File: config.mk
export PLATFORM = sky130hd
export DESIGN_NAME = mfm_mul
export DESIGN_NICKNAME = d
export VERILOG_FILES = /design/src/rtl/mfm_pkg.sv /design/src/rtl/mfm_sig_mul.sv /design/src/rtl/mfm_rounder.sv /design/src/rtl/mfm_pack.sv /design/src/rtl/mfm_mul.sv
export SDC_FILE = /design/constraint.sdc
export NUM_CORES = 1
export LEC_CHECK = 0
export ABC_AREA = 0
export BUFFER_PORTS_ARGS = -buffer_cell sky130_fd_sc_hd__buf_2
export CORE_MARGIN = 4
export CORE_UTILIZATION = 51
export DETAILED_ROUTE_END_ITERATION = 8
export GPL_TIMING_DRIVEN = 0
export PLACE_DENSITY = 0.75
export SYNTH_ARGS = -nofsm -noshare
export SYNTH_HDL_FRONTEND = slang
export SYNTH_HIERARCHICAL = 1
export SYNTH_SLANG_ARGS = --single-unit
File: constraint.sdc
create_clock -name clk -period 4.65 [get_ports clk]
set_clock_uncertainty 0.05 [all_clocks]
set_input_delay 0.465 -clock clk [delete_from_list [all_inputs] [get_ports clk]]
set_output_delay 0.465 -clock clk [all_outputs]
set_load 0.005 [all_outputs]
File: src/rtl/mfm_pkg.sv
package mfm_pkg;

    // Rounding direction selected per operation
    typedef enum logic [1:0] {
        RM_DOWN       = 2'd0,
        RM_UP         = 2'd1,
        RM_NEAR_EVEN  = 2'd2,
        RM_NEAR_AWAY  = 2'd3
    } rnd_mode_e;

    // Outcome class chosen by the packing stage
    typedef enum logic [1:0] {
        CL_ZERO_IN,
        CL_FLUSH,
        CL_SATURATE,
        CL_NORMAL
    } res_class_e;

endpackage

File: src/rtl/mfm_sig_mul.sv
module mfm_sig_mul #(
    parameter int MAN_W = 2
) (
    input  logic [MAN_W-1:0] frac_a,
    input  logic [MAN_W-1:0] frac_b,
    output logic [MAN_W-1:0] frac_keep,
    output logic             guard,
    output logic             sticky,
    output logic             norm_up
);
    localparam int SIG_W  = MAN_W + 1;
    localparam int PROD_W = 2 * SIG_W;

    logic [PROD_W-1:0] prod;
    logic [PROD_W-2:0] aligned;

    always_comb begin
        prod    = {1'b1, frac_a} * {1'b1, frac_b};
        norm_up = prod[PROD_W-1];
        // Place the leading one just above bit PROD_W-2 in both cases
        if (norm_up) begin
            aligned = prod[PROD_W-2:0];
        end else begin
            aligned = {prod[PROD_W-3:0], 1'b0};
        end
        frac_keep = aligned[PROD_W-2 -: MAN_W];
        guard     = aligned[PROD_W-2-MAN_W];
        sticky    = |aligned[PROD_W-3-MAN_W:0];
    end

endmodule

File: src/rtl/mfm_rounder.sv
module mfm_rounder
    import mfm_pkg::*;
#(
    parameter int MAN_W = 2
) (
    input  logic [MAN_W-1:0] frac_in,
    input  logic             guard,
    input  logic             sticky,
    input  logic             sign,
    input  rnd_mode_e        mode,
    output logic [MAN_W-1:0] frac_out,
    output logic             carry
);
    logic bump;
    logic inexact;

    always_comb begin
        inexact = guard | sticky;
        unique case (mode)
            RM_DOWN:      bump = sign & inexact;
            RM_UP:        bump = ~sign & inexact;
            RM_NEAR_EVEN: bump = guard & (sticky | frac_in[0]);
            RM_NEAR_AWAY: bump = guard;
        endcase
        {carry, frac_out} = {1'b0, frac_in} + {{MAN_W{1'b0}}, bump};
    end

endmodule

File: src/rtl/mfm_pack.sv
module mfm_pack
    import mfm_pkg::*;
#(
    parameter int EXP_W = 5,
    parameter int MAN_W = 2,
    parameter int BIAS  = 15
) (
    input  logic                   sign,
    input  logic [EXP_W-1:0]       exp_a,
    input  logic [EXP_W-1:0]       exp_b,
    input  logic                   norm_up,
    input  logic                   carry,
    input  logic [MAN_W-1:0]       frac_rnd,
    output logic [EXP_W+MAN_W:0]   word
);
    localparam int EXT_W = EXP_W + 3;
    localparam int EMAX  = (1 << EXP_W) - 1;

    logic [EXT_W-1:0] e_pre;
    logic [EXT_W-1:0] e_fin;
    logic             zero_in;
    logic             flush;
    logic             sat;
    res_class_e       cls;

    always_comb begin
        zero_in = (exp_a == '0) || (exp_b == '0);
        e_pre   = EXT_W'(exp_a) + EXT_W'(exp_b) + EXT_W'(norm_up) - EXT_W'(BIAS);
        flush   = e_pre[EXT_W-1] || (e_pre == '0);
        e_fin   = e_pre + EXT_W'(carry);
        sat     = (e_fin > EXT_W'(EMAX));

        if (zero_in) begin
            cls = CL_ZERO_IN;
        end else if (flush) begin
            cls = CL_FLUSH;
        end else if (sat) begin
            cls = CL_SATURATE;
        end else begin
            cls = CL_NORMAL;
        end

        unique case (cls)
            CL_ZERO_IN:  word = {sign, {(EXP_W+MAN_W){1'b0}}};
            CL_FLUSH:    word = {sign, {(EXP_W+MAN_W){1'b0}}};
            CL_SATURATE: word = {sign, {(EXP_W+MAN_W){1'b1}}};
            CL_NORMAL:   word = {sign, e_fin[EXP_W-1:0], frac_rnd};
        endcase
    end

endmodule

File: src/rtl/mfm_mul.sv
module mfm_mul
    import mfm_pkg::*;
#(
    parameter int EXP_W = 5,
    parameter int MAN_W = 2,
    parameter int BIAS  = (1 << (EXP_W - 1)) - 1,
    localparam int W    = 1 + EXP_W + MAN_W
) (
    input  logic         clk,
    input  logic         rst_n,
    input  logic         in_vld,
    input  logic [W-1:0] op_a,
    input  logic [W-1:0] op_b,
    input  logic [1:0]   rnd_mode,
    output logic         out_vld,
    output logic [W-1:0] result
);
    // Input register stage
    logic [W-1:0] a_q;
    logic [W-1:0] b_q;
    rnd_mode_e    mode_q;
    logic         vld_q;

    always_ff @(posedge clk or negedge rst_n) begin
        if (!rst_n) begin
            a_q    <= '0;
            b_q    <= '0;
            mode_q <= RM_DOWN;
            vld_q  <= 1'b0;
        end else begin
            vld_q <= in_vld;
            if (in_vld) begin
                a_q    <= op_a;
                b_q    <= op_b;
                mode_q <= rnd_mode_e'(rnd_mode);
            end
        end
    end

    // Datapath between the register stages
    logic             sign_p;
    logic [MAN_W-1:0] frac_keep;
    logic             guard;
    logic             sticky;
    logic             norm_up;
    logic [MAN_W-1:0] frac_rnd;
    logic             carry;
    logic [W-1:0]     packed_word;

    assign sign_p = a_q[W-1] ^ b_q[W-1];

    mfm_sig_mul #(.MAN_W(MAN_W)) u_sig (
        .frac_a    (a_q[MAN_W-1:0]),
        .frac_b    (b_q[MAN_W-1:0]),
        .frac_keep (frac_keep),
        .guard     (guard),
        .sticky    (sticky),
        .norm_up   (norm_up)
    );

    mfm_rounder #(.MAN_W(MAN_W)) u_rnd (
        .frac_in  (frac_keep),
        .guard    (guard),
        .sticky   (sticky),
        .sign     (sign_p),
        .mode     (mode_q),
        .frac_out (frac_rnd),
        .carry    (carry)
    );

    mfm_pack #(.EXP_W(EXP_W), .MAN_W(MAN_W), .BIAS(BIAS)) u_pack (
        .sign     (sign_p),
        .exp_a    (a_q[MAN_W +: EXP_W]),
        .exp_b    (b_q[MAN_W +: EXP_W]),
        .norm_up  (norm_up),
        .carry    (carry),
        .frac_rnd (frac_rnd),
        .word     (packed_word)
    );

    // Output register stage
    always_ff @(posedge clk or negedge rst_n) begin
        if (!rst_n) begin
            out_vld <= 1'b0;
            result  <= '0;
        end else begin
            out_vld <= vld_q;
            if (vld_q) begin
                result <= packed_word;
            end
        end
    end

endmodule

==> flow_metrics.env, run 1 <==
export IMPL_nNetsFinal=257
export IMPL_endpoint_kind="flip-flop"
export IMPL_holdBufCountCts=0
export IMPL_synth_ff_type="dfrtp_1"
export IMPL_grt_overflow_total=0
export IMPL_rows=22
export IMPL_min_path_type="input port to asynchronous set/reset pin"
export IMPL_clk_path_buf_depth=2
export IMPL_yosysSeqAreaShare_pct=35.1
export IMPL_n_antenna_cell=0
export IMPL_die_width_um=70.6
export IMPL_async_flop_share_pct=100
export IMPL_rrSetupSlack_ps=240
export IMPL_grt_usage_pct=14.8
export IMPL_synth_edf_count=0
export IMPL_gp_congestion=0.778
export IMPL_outcome="finished, final reports clean"
export IMPL_die_area_um2=4980
export IMPL_regToRegStartpoint="a_q[1]"
export IMPL_tightestPinTransition_ps=618
export IMPL_die_y_um=70.6
export IMPL_placement_io_buffers=29
export IMPL_synthCells=177
export IMPL_drv_slew=0
export IMPL_final_cell_count_no_fill=264
export IMPL_hold_viol=0
export IMPL_r2r_cells=21
export IMPL_post_dp_cell_area_um2=2200
export IMPL_vias=1475
export IMPL_relSlewSlack_pct=58.8
export IMPL_cp_required_ps=4820
export IMPL_firstDrtPassIters=4
export IMPL_power_density_nw_per_um2=431
export IMPL_maxCapViolCount=0
export IMPL_grt_max_degree=29
export IMPL_p_leak_nw=1.09
export IMPL_peakVddDrop_mv=0.255
export IMPL_worstSetupStartpoint="a_q[1]"
export IMPL_synth_top_cell_by_area="dfrtp_1"
export IMPL_min_period_over_period_pct=94.9
export IMPL_grt_pass1_wl_um=6200
export IMPL_core_area_um2=3720
export IMPL_cts_tree="done"
export IMPL_routedWlPerCell_um=13.8
export IMPL_yosysMostFrequentCell="dfrtp_1"
export IMPL_arrival_ps=4580
export IMPL_synth_top_cells_by_count="28 x dfrtp_1, 16 x inv_1, 16 x mux2_2"
export IMPL_dp_cells=254
export IMPL_path_max_fanout=7
export IMPL_syn_cell_area_um2=2000
export IMPL_fmax_mhz=227
export IMPL_antenna_found_initial=0
export IMPL_yosysWarnings=6
export IMPL_via_per_inst=5.59
export IMPL_synth_seq_cells=28
export IMPL_finalSetupViolations=0
export IMPL_dpl_hpwl_um=2680
export IMPL_initial_core_util_pct=53.7
export IMPL_clkLatencyLatePin_ps=270
export IMPL_htreeDepth=1
export IMPL_numCtsBuffers=3
export IMPL_drive_gt1_share_pct=41.7
export IMPL_clkSinkCount=28
export IMPL_area_delta_synth_final_pct=18.5
export IMPL_io_pins=30
export IMPL_timing_rr_end="result[5]"
export IMPL_synth_area_per_cell_um2=11.3
export IMPL_path_class="flip-flop to flip-flop"
export IMPL_synth_top_area_share_pct=35.1
export IMPL_grt_pass1_vias=1444
export IMPL_antenna_left=0
export IMPL_worst_setup_path_start_kind="flip-flop"
export IMPL_syn_nets=216
export IMPL_fin_crit_ps=4410
export IMPL_drt_iter0_drc=101
export IMPL_clk_pin_slew_ps=90
export IMPL_drt_total_wl_um=3630
export IMPL_remaining_drc_errors=0
export IMPL_post_route_util_pct=63.7
export IMPL_clockRootBuffer="clkbuf_8"
export IMPL_fin_area_um2=2370
export IMPL_synthTopCellsByArea="dfrtp_1 35%, mux2_2 9.0%, ha_1 8.8%"
export IMPL_ys_types=48
worst max path at each step:
stage	end	slack, ps	cells after the start
after floorplan	result[0]	220	19
after global placement	result[2]	-100	19
after detailed placement	result[5]	-150	19
after CTS	result[5]	20	19
after global routing	result[3]	-50	21
final	result[5]	240	21
timing repair:
| action | CTS | global route |
|---|---|---|
| pin swaps | 1 | 5 |
| resized for setup | 3 | 14 |
| setup endpoints to repair | 7 | 7 |
| setup buffers | 1 | 6 |
per-stage QoR:
step                power (mW)  hold slack, ps  worst slack [ps]  setup TNS, ps
floorplan                0.710             119               223              0
detailed placement       0.828             304              -146           -961
finish                    1.02             148               236              0
global route              1.11             191             -45.6           -269
CTS                      0.963             159              21.0              0
global placement         0.818             303              -104           -596
state kept, by name, summed over array words and instances (netlist names):
signal	flops
a_q	8
b_q	8
mode_q	2
out_vld	1
result	8
vld_q	1
cell type report:
cell class / instances / area [µm²]
Clock buffer: 3 / 41.3
Multi-Input combinational cell: 127 / 1250
Buffer: 6 / 52.6
Sequential cell: 28 / 703
Fill cell: 324 / 1350
Inverter: 16 / 60.1
Tap cell: 48 / 60.1
Timing Repair Buffer: 36 / 201
layer usage:
layer	vias up	global-route usage, %	routed length, µm
li1	717	-	-
met1	734	20.3	1680
met2	20	25.3	1810
met3	4	1.70	106
met4	0	3.76	36
met5	-	0	0
power breakdown:
part | switching (mW) | total, mW | leakage, nW | internal [mW]
clock | 0.0698 | 0.128 | 0.0216 | 0.0581
combinational | 0.279 | 0.569 | 0.740 | 0.290
sequential | 0.0306 | 0.324 | 0.329 | 0.293
total | 0.379 | 1.02 | 1.09 | 0.642
kinds of logic after synthesis:
| logic type | Yosys count | synth area share [%] |
|---|---|---|
| buffers and inverters | 22 | 5.64 |
| muxes | 29 | 18.3 |
| xor gates and xnor gates | 13 | 6.08 |
| AOI/OAI and AO/OA | 35 | 13.5 |
| adders and majority gates | 18 | 12.8 |
| DFF | 28 | 35.1 |
| and+or+nand+nor | 32 | 8.58 |
critical path, cell delays in order (launching register included):
cell and delay (ps):
dfrtp_2 440, ha_2 230, xor2_1 150, ha_1 180
a21o_1 180, fa_1 500, nand2_2 70, o21bai_4 150
buf_6 150, mux2_4 290, a21oi_1 120, a211oi_1 70
ha_1 200, ha_1 200, ha_2 220, ha_4 180
nand3_1 80, o21ai_1 60, o2bb2ai_1 130, a211o_2 370
a31oi_1 180, mux2_2 160
cell usage in the layout (no fill, tap or decap), types with 3 or more instances in the layout:
cell type,netlist,routed
a21oi_1,4,4
a31oi_1,7,7
and2_1,3,3
buf_2,2,31
buf_4,1,7
clkbuf_8,0,3
dfrtp_1,28,26
fa_1,4,3
ha_1,14,10
inv_1,16,16
mux2_2,16,16
mux2_4,11,11
nand2_1,6,5
nand3_1,6,6
nor2_1,5,5
o21ai_1,2,3
xnor2_1,8,8
xor2_1,4,4
Power figures use the tool's default switching activity.
==> inputs of run 2 (changes only) <==
CORE_UTILIZATION = 53   (was 51)
clock period = 5.2 ns   (was 4.65 ns; I/O delays follow)
==> run 2 against run 1 <==
Net effect: worst setup slack improved by 73 ps; first-iteration DRC count fell by 34%; sequential cell count did not move; register-to-register slack improved by 70 ps; non-clock buffer count fell by 7; utilization fell by 2.0 points; largest power group unchanged.
==> flow_metrics.env, run 2 (synthesized netlist as in run 1, its figures left out) <==
export IMPL_outcome="finished, final reports clean"
export IMPL_clockRootBuffer="clkbuf_8"
export IMPL_regToRegStartpoint="a_q[1]"
export IMPL_finalSetupViolations=0
export IMPL_die_y_um=69.4
export IMPL_rows=22
export IMPL_holdWs_ps=204
export IMPL_min_path_type="input port to asynchronous set/reset pin"
export IMPL_arrival_ps=5000
export IMPL_cp_common_cell="ha_1"
export IMPL_final_common_cell="buf_2"
export IMPL_max_stage_delay_ps=500
export IMPL_grt_pass1_wl_um=6710
export IMPL_vias=1454
export IMPL_path_max_fanout=7
export IMPL_reg_largest_list="a_q x8, b_q x8, result x8"
export IMPL_grt_pass1_vias=1542
export IMPL_n_antenna_cell=0
export IMPL_clkSinkCount=28
export IMPL_area_delta_synth_final_pct=13.0
export IMPL_grt_max_degree=29
export IMPL_initial_core_util_pct=54.5
export IMPL_grt_overflow_total=0
export IMPL_drive_gt1_share_pct=34.8
export IMPL_antenna_found_initial=0
export IMPL_critical_path_buf_inv_count=2
export IMPL_rsz0062_at_grt="false"
export IMPL_fmax_mhz=204
export IMPL_p_leak_nw=1.07
export IMPL_cpLargestDelayFamily="adder cells"
export IMPL_core_area_um2=3660
export IMPL_peakVddDrop_mv=0.232
export IMPL_timing_rr_end="result[2]"
export IMPL_min_period_over_period_pct=94.1
export IMPL_io_pins=30
export IMPL_clkLatencyLatePin_ps=270
export IMPL_setup_ws_ps=309
export IMPL_endpoint_kind="flip-flop"
export IMPL_placement_io_buffers=29
export IMPL_slowest_stage="fa_1"
export IMPL_holdBufCountCts=0
export IMPL_final_cell_mix="31 x buf_2, 28 x dfrtp_1, 16 x mux2_2, 16 x inv_1, 14 x ha_1"
export IMPL_numCtsBuffers=3
export IMPL_ctsResizeCount=0
export IMPL_preCtsSetupSlack_ps=355
export IMPL_crit_cells=19
export IMPL_drt_total_wl_um=3730
export IMPL_rrSetupSlack_ps=310
export IMPL_tns_ps=0
export IMPL_dpl_hpwl_um=2930
export IMPL_die_area_um2=4810
export IMPL_nNetsFinal=250
export IMPL_firstDrtPassIters=6
export IMPL_worstSetupStartpoint="a_q[1]"
export IMPL_path_cells="ha_1 -> xor2_1 -> ha_1 -> a21o_1 -> fa_1 -> nand2_1 -> o21bai_4 -> fa_1 -> inv_1 -> fa_1 -> inv_1 -> ha_1 -> ha_1 -> nand3_1 -> o21ai_1 -> o2bb2ai_1 -> a211o_1 -> a31oi_1 -> mux2_2"
export IMPL_cts_tree="done"
export IMPL_power_density_nw_per_um2=388
export IMPL_r2r_cells=19
export IMPL_remaining_drc_errors=0
export IMPL_drt_iter0_drc=67
export IMPL_critPathCapture="result[2]"
export IMPL_tightestPinTransition_ps=618
export IMPL_drv_slew=0
export IMPL_via_per_inst=5.64
export IMPL_clk_pin_slew_ps=90
export IMPL_postCtsSetupBuffers=0
export IMPL_cp_required_ps=5310
export IMPL_path_class="flip-flop to flip-flop"
export IMPL_maxCapViolCount=0
export IMPL_clk_path_buf_depth=2
export IMPL_grt_usage_pct=16.5
export IMPL_htreeDepth=1
export IMPL_post_route_util_pct=61.7
export IMPL_fin_crit_ps=4890
export IMPL_hold_viol=0
export IMPL_routedWlPerCell_um=14.4
export IMPL_worst_setup_path_start_kind="flip-flop"
export IMPL_die_width_um=69.4
export IMPL_gp_congestion=0.801
export IMPL_antenna_left=0
export IMPL_relSlewSlack_pct=58.8
-- run 2: changes by cell type in the layout (fill, tap and decap cells not counted), sizes merged --
| cell | previous run | this run |
|---|---|---|
| clkbuf | 4 | 5 |
| buf | 41 | 34 |
-- run 2: cell type report --
class	instances	area, µm²
Buffer	6	52.6
Clock buffer	4	55.1
Fill cell	297	1400
Inverter	16	60.1
Multi-Input combinational cell	127	1180
Sequential cell	28	701
Tap cell	48	60.1
Timing Repair Buffer	29	145
-- run 2: worst min path at each step --
stage	slack [ps]	to	from
finish	200	result[4]	rst_n
CTS	220	result[6]	rst_n
floorplan	170	a_q[0]	rst_n
global route	250	result[5]	rst_n
global placement	300	out_vld	vld_q
detailed placement	320	out_vld	vld_q
-- run 2: worst reg2reg max path: cells and delay by family (launching register included) --
kind / cells / cell delay [ps]
fa+ha+maj: 7 / 2370
buf+inv: 2 / 150
simple gates: 2 / 200
mux: 1 / 290
flops: 1 / 450
xor+xnor: 1 / 170
compound gates: 6 / 1090
-- run 2: routing by layer --
metal	wire [µm]	part of all wire, %	vias to the layer above	track usage (%)
met3	107	2.9	4	2.03
met2	1990	53	26	30.1
met5	0	0	-	0
met4	38	1.0	0	6.07
li1	-	-	704	-
met1	1590	43	720	19.7
-- run 2: per-stage QoR --
step / power (mW) / instances / cell area (µm²)
floorplan: 0.635 / 177 / 2000
finish: 0.877 / 258 / 2260
detailed placement: 0.748 / 254 / 2200
global route: 0.956 / 258 / 2260
CTS: 0.881 / 258 / 2260
global placement: 0.727 / 254 / 2200
-- run 2: where the power goes --
group,leakage (nW),switching (mW),internal (mW)
sequential,0.331,0.0295,0.262
clock,0.0288,0.0634,0.0677
combinational,0.708,0.234,0.220
total,1.07,0.327,0.550
